File: config.mk
export PLATFORM = sky130hd
export DESIGN_NAME = fetch_ctrl
export DESIGN_NICKNAME = d
export VERILOG_FILES = /design/src/rtl/fetch_ctrl_pkg.sv /design/src/rtl/fc_decide.sv /design/src/rtl/fc_redirect.sv /design/src/rtl/fc_sat_ctr.sv /design/src/rtl/fetch_ctrl.sv
export SDC_FILE = /design/constraint.sdc
export NUM_CORES = 1
export LEC_CHECK = 0
export CAP_MARGIN = 30
export CORE_UTILIZATION = 30
export CTS_CLUSTER_SIZE = 24
export DETAILED_ROUTE_END_ITERATION = 10
export HOLD_SLACK_MARGIN = 0.12
export PLACE_DENSITY = 0.68
export SLEW_MARGIN = 10
export SYNTH_ARGS = -nofsm -noshare
export SYNTH_HDL_FRONTEND = slang
export SYNTH_SLANG_ARGS = --single-unit
File: constraint.sdc
create_clock -name clk -period 6.5 [get_ports clk]
set_input_delay 0.65 -clock clk [delete_from_list [all_inputs] [get_ports clk]]
set_output_delay 0.65 -clock clk [all_outputs]
set_load 0.01 [all_outputs]
File: src/rtl/fetch_ctrl_pkg.sv
package fetch_ctrl_pkg;

   typedef enum logic [2:0] {
      FS_IDLE   = 3'd0,
      FS_RUN    = 3'd1,
      FS_BLOCK  = 3'd2,
      FS_SQUASH = 3'd3,
      FS_MWAIT  = 3'd4,
      FS_MDONE  = 3'd5
   } fstate_t;

   // event counter slots
   localparam int EV_FETCH  = 0;
   localparam int EV_SQUASH = 1;
   localparam int EV_BLOCK  = 2;
   localparam int NUM_EV    = 3;

endpackage

File: src/rtl/fc_decide.sv
module fc_decide
   import fetch_ctrl_pkg::*;
(
   input  logic              rst,
   input  fstate_t           state_i,
   input  logic              hold_i,
   input  logic              cmt_squash_i,
   input  logic              rob_busy_i,
   input  logic              dec_squash_i,
   input  logic              stall_any_i,
   input  logic              miss_i,
   input  logic              fault_i,
   input  logic              miss_done_i,
   output fstate_t           next_o,
   output logic              take_cmt_o,
   output logic              take_dec_o,
   output logic              fetch_o,
   output logic              access_o,
   output logic              set_hold_o,
   output logic              clr_hold_o,
   output logic [NUM_EV-1:0] ev_o
);

   always_comb begin
      next_o     = state_i;
      take_cmt_o = 1'b0;
      take_dec_o = 1'b0;
      fetch_o    = 1'b0;
      access_o   = 1'b0;
      set_hold_o = 1'b0;
      clr_hold_o = 1'b0;
      ev_o       = '0;
      if (rst) begin
         next_o = FS_IDLE;
      end else if (cmt_squash_i) begin
         take_cmt_o        = 1'b1;
         clr_hold_o        = 1'b1;
         next_o            = FS_SQUASH;
         ev_o[EV_SQUASH]   = 1'b1;
      end else if (rob_busy_i) begin
         next_o            = FS_SQUASH;
         ev_o[EV_SQUASH]   = 1'b1;
      end else if (dec_squash_i && state_i != FS_SQUASH) begin
         take_dec_o        = 1'b1;
         clr_hold_o        = 1'b1;
         next_o            = FS_SQUASH;
         ev_o[EV_SQUASH]   = 1'b1;
      end else if (stall_any_i || hold_i) begin
         next_o            = FS_BLOCK;
         ev_o[EV_BLOCK]    = 1'b1;
      end else if (state_i == FS_BLOCK) begin
         next_o            = FS_RUN;
         ev_o[EV_BLOCK]    = 1'b1;
      end else if (state_i == FS_MWAIT) begin
         if (miss_done_i) next_o = FS_MDONE;
      end else begin
         fetch_o           = 1'b1;
         ev_o[EV_FETCH]    = 1'b1;
         if (state_i == FS_MDONE) begin
            next_o = FS_RUN;
         end else begin
            access_o = 1'b1;
            if (fault_i) begin
               next_o     = FS_BLOCK;
               set_hold_o = 1'b1;
            end else if (miss_i) begin
               next_o = FS_MWAIT;
            end else begin
               next_o = FS_RUN;
            end
         end
      end
   end

endmodule

File: src/rtl/fc_redirect.sv
module fc_redirect #(
   parameter int PC_W       = 32,
   parameter int INST_BYTES = 4
) (
   input  logic            take_cmt_i,
   input  logic            take_dec_i,
   input  logic            in_mwait_i,
   input  logic [PC_W-1:0] cmt_pc_i,
   input  logic [PC_W-1:0] dec_pc_i,
   output logic            valid_o,
   output logic [PC_W-1:0] pc_o,
   output logic [PC_W-1:0] npc_o,
   output logic            cancel_o
);

   localparam logic [PC_W-1:0] STEP = PC_W'(INST_BYTES);

   always_comb begin
      valid_o  = take_cmt_i | take_dec_i;
      pc_o     = take_cmt_i ? cmt_pc_i : dec_pc_i;
      npc_o    = pc_o + STEP;
      cancel_o = valid_o & in_mwait_i;
   end

endmodule

File: src/rtl/fc_sat_ctr.sv
module fc_sat_ctr #(
   parameter int W = 32
) (
   input  logic         clk,
   input  logic         rst,
   input  logic         inc_i,
   output logic [W-1:0] cnt_o
);

   localparam logic [W-1:0] TOP = '1;

   always_ff @(posedge clk) begin
      if (rst)                       cnt_o <= '0;
      else if (inc_i && cnt_o != TOP) cnt_o <= cnt_o + W'(1);
   end

endmodule

File: src/rtl/fetch_ctrl.sv
module fetch_ctrl
   import fetch_ctrl_pkg::*;
#(
   parameter int PC_W       = 32,
   parameter int CNT_W      = 32,
   parameter int NUM_STALL  = 4,
   parameter int INST_BYTES = 4
) (
   input  logic                 clk,
   input  logic                 rst,
   input  logic                 cmt_squash_i,
   input  logic [PC_W-1:0]      cmt_pc_i,
   input  logic                 rob_busy_i,
   input  logic                 dec_squash_i,
   input  logic [PC_W-1:0]      dec_pc_i,
   input  logic [NUM_STALL-1:0] stall_i,
   input  logic                 miss_i,
   input  logic                 fault_i,
   input  logic                 miss_done_i,
   output logic [2:0]           state_o,
   output logic                 fetch_o,
   output logic                 access_o,
   output logic                 redir_valid_o,
   output logic [PC_W-1:0]      redir_pc_o,
   output logic [PC_W-1:0]      redir_npc_o,
   output logic                 cancel_o,
   output logic [CNT_W-1:0]     cnt_fetch_o,
   output logic [CNT_W-1:0]     cnt_squash_o,
   output logic [CNT_W-1:0]     cnt_block_o
);

   if (PC_W < 4) begin : g_bad_pc
      $error("fetch_ctrl: PC_W must be at least 4");
   end
   if (CNT_W < 2) begin : g_bad_cnt
      $error("fetch_ctrl: CNT_W must be at least 2");
   end
   if (NUM_STALL < 1) begin : g_bad_stall
      $error("fetch_ctrl: NUM_STALL must be at least 1");
   end
   if (INST_BYTES < 1 || (INST_BYTES & (INST_BYTES - 1)) != 0) begin : g_bad_inst
      $error("fetch_ctrl: INST_BYTES must be a power of two");
   end

   fstate_t             state_q, state_d;
   logic                hold_q;
   logic                take_cmt, take_dec, set_hold, clr_hold;
   logic [NUM_EV-1:0]   ev;
   logic [CNT_W-1:0]    cnt [NUM_EV];

   fc_decide u_decide (
      .rst          (rst),
      .state_i      (state_q),
      .hold_i       (hold_q),
      .cmt_squash_i (cmt_squash_i),
      .rob_busy_i   (rob_busy_i),
      .dec_squash_i (dec_squash_i),
      .stall_any_i  (|stall_i),
      .miss_i       (miss_i),
      .fault_i      (fault_i),
      .miss_done_i  (miss_done_i),
      .next_o       (state_d),
      .take_cmt_o   (take_cmt),
      .take_dec_o   (take_dec),
      .fetch_o      (fetch_o),
      .access_o     (access_o),
      .set_hold_o   (set_hold),
      .clr_hold_o   (clr_hold),
      .ev_o         (ev)
   );

   always_ff @(posedge clk) begin
      if (rst) begin
         state_q <= FS_IDLE;
         hold_q  <= 1'b0;
      end else begin
         state_q <= state_d;
         if (clr_hold)      hold_q <= 1'b0;
         else if (set_hold) hold_q <= 1'b1;
      end
   end

   fc_redirect #(.PC_W(PC_W), .INST_BYTES(INST_BYTES)) u_redirect (
      .take_cmt_i (take_cmt),
      .take_dec_i (take_dec),
      .in_mwait_i (state_q == FS_MWAIT),
      .cmt_pc_i   (cmt_pc_i),
      .dec_pc_i   (dec_pc_i),
      .valid_o    (redir_valid_o),
      .pc_o       (redir_pc_o),
      .npc_o      (redir_npc_o),
      .cancel_o   (cancel_o)
   );

   for (genvar e = 0; e < NUM_EV; e++) begin : g_ctr
      fc_sat_ctr #(.W(CNT_W)) u_ctr (
         .clk   (clk),
         .rst   (rst),
         .inc_i (ev[e]),
         .cnt_o (cnt[e])
      );
   end

   assign state_o      = state_q;
   assign cnt_fetch_o  = cnt[EV_FETCH];
   assign cnt_squash_o = cnt[EV_SQUASH];
   assign cnt_block_o  = cnt[EV_BLOCK];

endmodule

==> out/metrics.csv <==
metric,value,unit
max cap viols,0,
Yosys cell types,46,
routability congestion estimate,0.968,
Hold Path Stages,2,
nets@finish,1085,
Yosys warnings,0,
final worst path period need,4.92,ns
die width,142,um
Initial Util,31.0,%
Layout fillers,1910,
outcome,"finished, final reports clean",
Power Internal,1.06,mW
Comb power frac,17.1,%
Synth Cell Area,5900,um^2
initial drt markers,279,
CTS tree,done,
cell depth of the worst flop-to-flop path,6,
WL/cell,15.1,um
Port-buffer cells,242,
total grt overflow,0,
fin util,46.6,%
Core Region,19000,um^2
Clock Path Buffers,2,
die area,20200,um^2
Final Cycle Share,75.7,%
Final setup viols,0,
Detailed Routing Iterations Pass 1,4,
Fmax achieved,203,MHz
clk_skew,0.00797,ns
Net Sw Frac,25.2,%
Clock Latency Late Sink,0.35,ns
post-CTS sizing,0,
Setup Crit Path Kind,in2out,
Synth top area share,33.9,%
CP arrival,4.27,ns
DRC,0,
"FFs w/ async S/R, synth",0,%
Clk pwr share,39.1,%
switching power,356,uW
largest net degree at the start of global routing,70,
Num CTS Buffers,9,
hpwl dp,14800,um
VDD IR max,0.000111,V
initial antenna violation count,0,
Yosys reg bits,100,
WHS Endpoint,g_ctr[2].u_ctr.cnt_o[1]$_SDFFE_PP0P_,
CP startpoint kind,input pin,
total power,1.41,mW
Setup TNS Final,0,ns
"Top FF cell, synth",dfxtp_1,
dominant cell type by area after synthesis,dfxtp_1,
leakage power,3.20,nW
synthesis-to-layout area growth,50.3,%
CP required,5.85,ns
total wire length,19100,um
io pins,243,
first-pass GRT wire length,29500,um
average size of a mapped cell,7.58,um^2
Worst slew margin,44.5,%
antenna cells,0,
FP Rows,50,
reg2reg start,state_o[1]$_SDFFE_PP0P_,
Fin. Hold Viols,0,
Die Y,142,um
clock root buffer,clkbuf_16,
clock sink count,100,
dominant cells by area after synthesis,"dfxtp_1 34%, xor2_1 10%, nand2_1 8.1%",
Vias/cell,4.86,
worst min path class,reg2reg,
HP Start,g_ctr[2].u_ctr.cnt_o[1]$_SDFFE_PP0P_,
Worst-path clk slew,0.07,ns
Crit Path Max Fanout,27,
reg-to-reg endpoint,g_ctr[2].u_ctr.cnt_o[13]$_SDFFE_PP0P_,
syn_nets,858,
cts hold-fix bufs,0,
Reg2Reg Setup Slack,3.84,ns
CP Capture Type,primary output,
cells after synthesis,778,
remaining antenna violation count,0,
"Slew Viols, Final",0,
H-tree levels,3,
sequential power share,43.9,%
PD cells,159,nW/um^2
RSZ-0062 raised after global routing,false,
fraction of final layout cells sized beyond drive strength 1,3.56,%
vias in the first global route,5536,
number of flops mapped to enable cells by yosys,0,
sequential share of the synthesized area,33.9,%
Post-CTS Setup Bufs,0,
Total GRT Usage,18.5,%
worst-margin pin slew,0.825,ns
hold_ws,0.500,ns
via count,6166,
layer usage:
| layer | GRT usage (%) | vias to the layer above | wire length, um |
|---|---|---|---|
| li1 | - | 3150 | - |
| met1 | 24.3 | 2836 | 8700 |
| met2 | 30.3 | 149 | 9200 |
| met3 | 2.99 | 31 | 742 |
| met4 | 6.73 | 0 | 486 |
| met5 | 0 | - | 0 |
cell families (layout without fill, tap and decap cells):
kind of cell / after synthesis / count (layout) / synth area share [%]
AND/OR/NAND/NOR: 449 / 449 / 37.3
XOR/XNOR: 108 / 108 / 16.0
flip-flops: 100 / 100 / 33.9
AO/OA/AOI/OAI: 49 / 49 / 4.96
buffers and inverters: 49 / 281 / 3.67
multiplexers: 19 / 19 / 3.29
adder cells (fa/ha/maj): 4 / 4 / 0.848
area by class of cell:
cell class              instances  area (um^2)  area share, %
clock inverters                 6         72.6          0.818
repair buffers                249         2480           28.0
multi-input cells             629         3690           41.6
flip-flops and latches        100         2000           22.6
well taps                     260          325           3.67
inverters                      16         60.1          0.677
clock buffers                  10          239           2.69
power by group through the flow:
stage / combinational (mW) / sequential [mW] / clock [mW]
after global routing: 0.259 / 0.621 / 0.591
after floorplan: 0.0968 / 0.635 / 0
after global placement: 0.244 / 0.634 / 0
after CTS: 0.243 / 0.620 / 0.569
after detailed placement: 0.242 / 0.634 / 0
final: 0.242 / 0.620 / 0.552
cell usage after synthesis (all sizes together), types with 3 or more instances:
| library cell | count |
|---|---|
| dfxtp | 100 |
| buf | 11 |
| nor2 | 107 |
| inv | 16 |
| clkbuf | 22 |
| a31oi | 5 |
| or3 | 12 |
| and2 | 8 |
| mux2 | 3 |
| nand2b | 3 |
| mux2i | 16 |
| nand2 | 127 |
| nand4 | 48 |
| o211ai | 3 |
| nor3 | 27 |
| nor2b | 3 |
| nor4 | 12 |
| and3 | 23 |
| ha | 4 |
| o21ai | 13 |
| xnor2 | 38 |
| and4 | 10 |
| nand3 | 55 |
| xor2 | 70 |
| a21boi | 4 |
| a21oi | 18 |
| nand4b | 4 |
worst max-delay path, stage by stage:
cell and delay, ns:
clkdlybuf4s50_1 0.53, nand2b_1 0.36, buf_4 0.40, mux2i_1 0.29
nand4_1 0.28, nor3_1 0.69, nand4_1 0.28, xnor2_1 0.22
clkdlybuf4s50_1 0.55
worst max-delay path by stage:
stage                       startpoint               to  slack [ns]  cells past startpoint
after global placement    cmt_squash_i  redir_npc_o[31]        1.60                      9
after detailed placement  cmt_squash_i  redir_npc_o[31]        1.56                      9
after CTS                 cmt_squash_i  redir_npc_o[31]        1.56                      9
after global routing      cmt_squash_i  redir_npc_o[31]        1.19                      9
final                     cmt_squash_i  redir_npc_o[31]        1.58                      9
after floorplan           cmt_squash_i  redir_npc_o[24]        2.80                     11
state kept, by name, summed over array words and instances, names as in the netlist:
register	cells
g_ctr.u_ctr.cnt_o	96
state_o	3
hold_q	1
stage by stage:
stage	setup slack (ns)	area, um^2	cells
after global placement	1.60	8540	1253
after floorplan	2.80	5900	778
final	1.58	8870	1270
after detailed placement	1.56	8540	1253
after global routing	1.19	8870	1270
after CTS	1.56	8850	1269
cells in the final DEF, fill, tap and decap left out, types with 2 or more instances in the layout:
cell,instances
nand4b_1,4
nand3b_1,2
mux2_2,3
nor4_1,9
buf_4,7
nor2b_1,2
or4_1,2
and3_1,23
a41oi_1,2
clkdlybuf4s50_1,241
o21ai_0,12
nand3_1,55
o211ai_1,3
clkinvlp_4,3
inv_1,16
xnor2_1,38
dfxtp_1,100
xor2_1,70
nand4_1,47
a21boi_0,4
clkbuf_16,9
nand2b_1,3
nor3_1,27
or3_1,12
a21oi_1,18
nor2_1,107
a31oi_1,5
nor4_2,3
mux2i_1,16
ha_1,4
or3b_2,2
and4_1,10
nand2_1,127
and2_1,8
No activity file was read; power rests on OpenSTA's default activity.
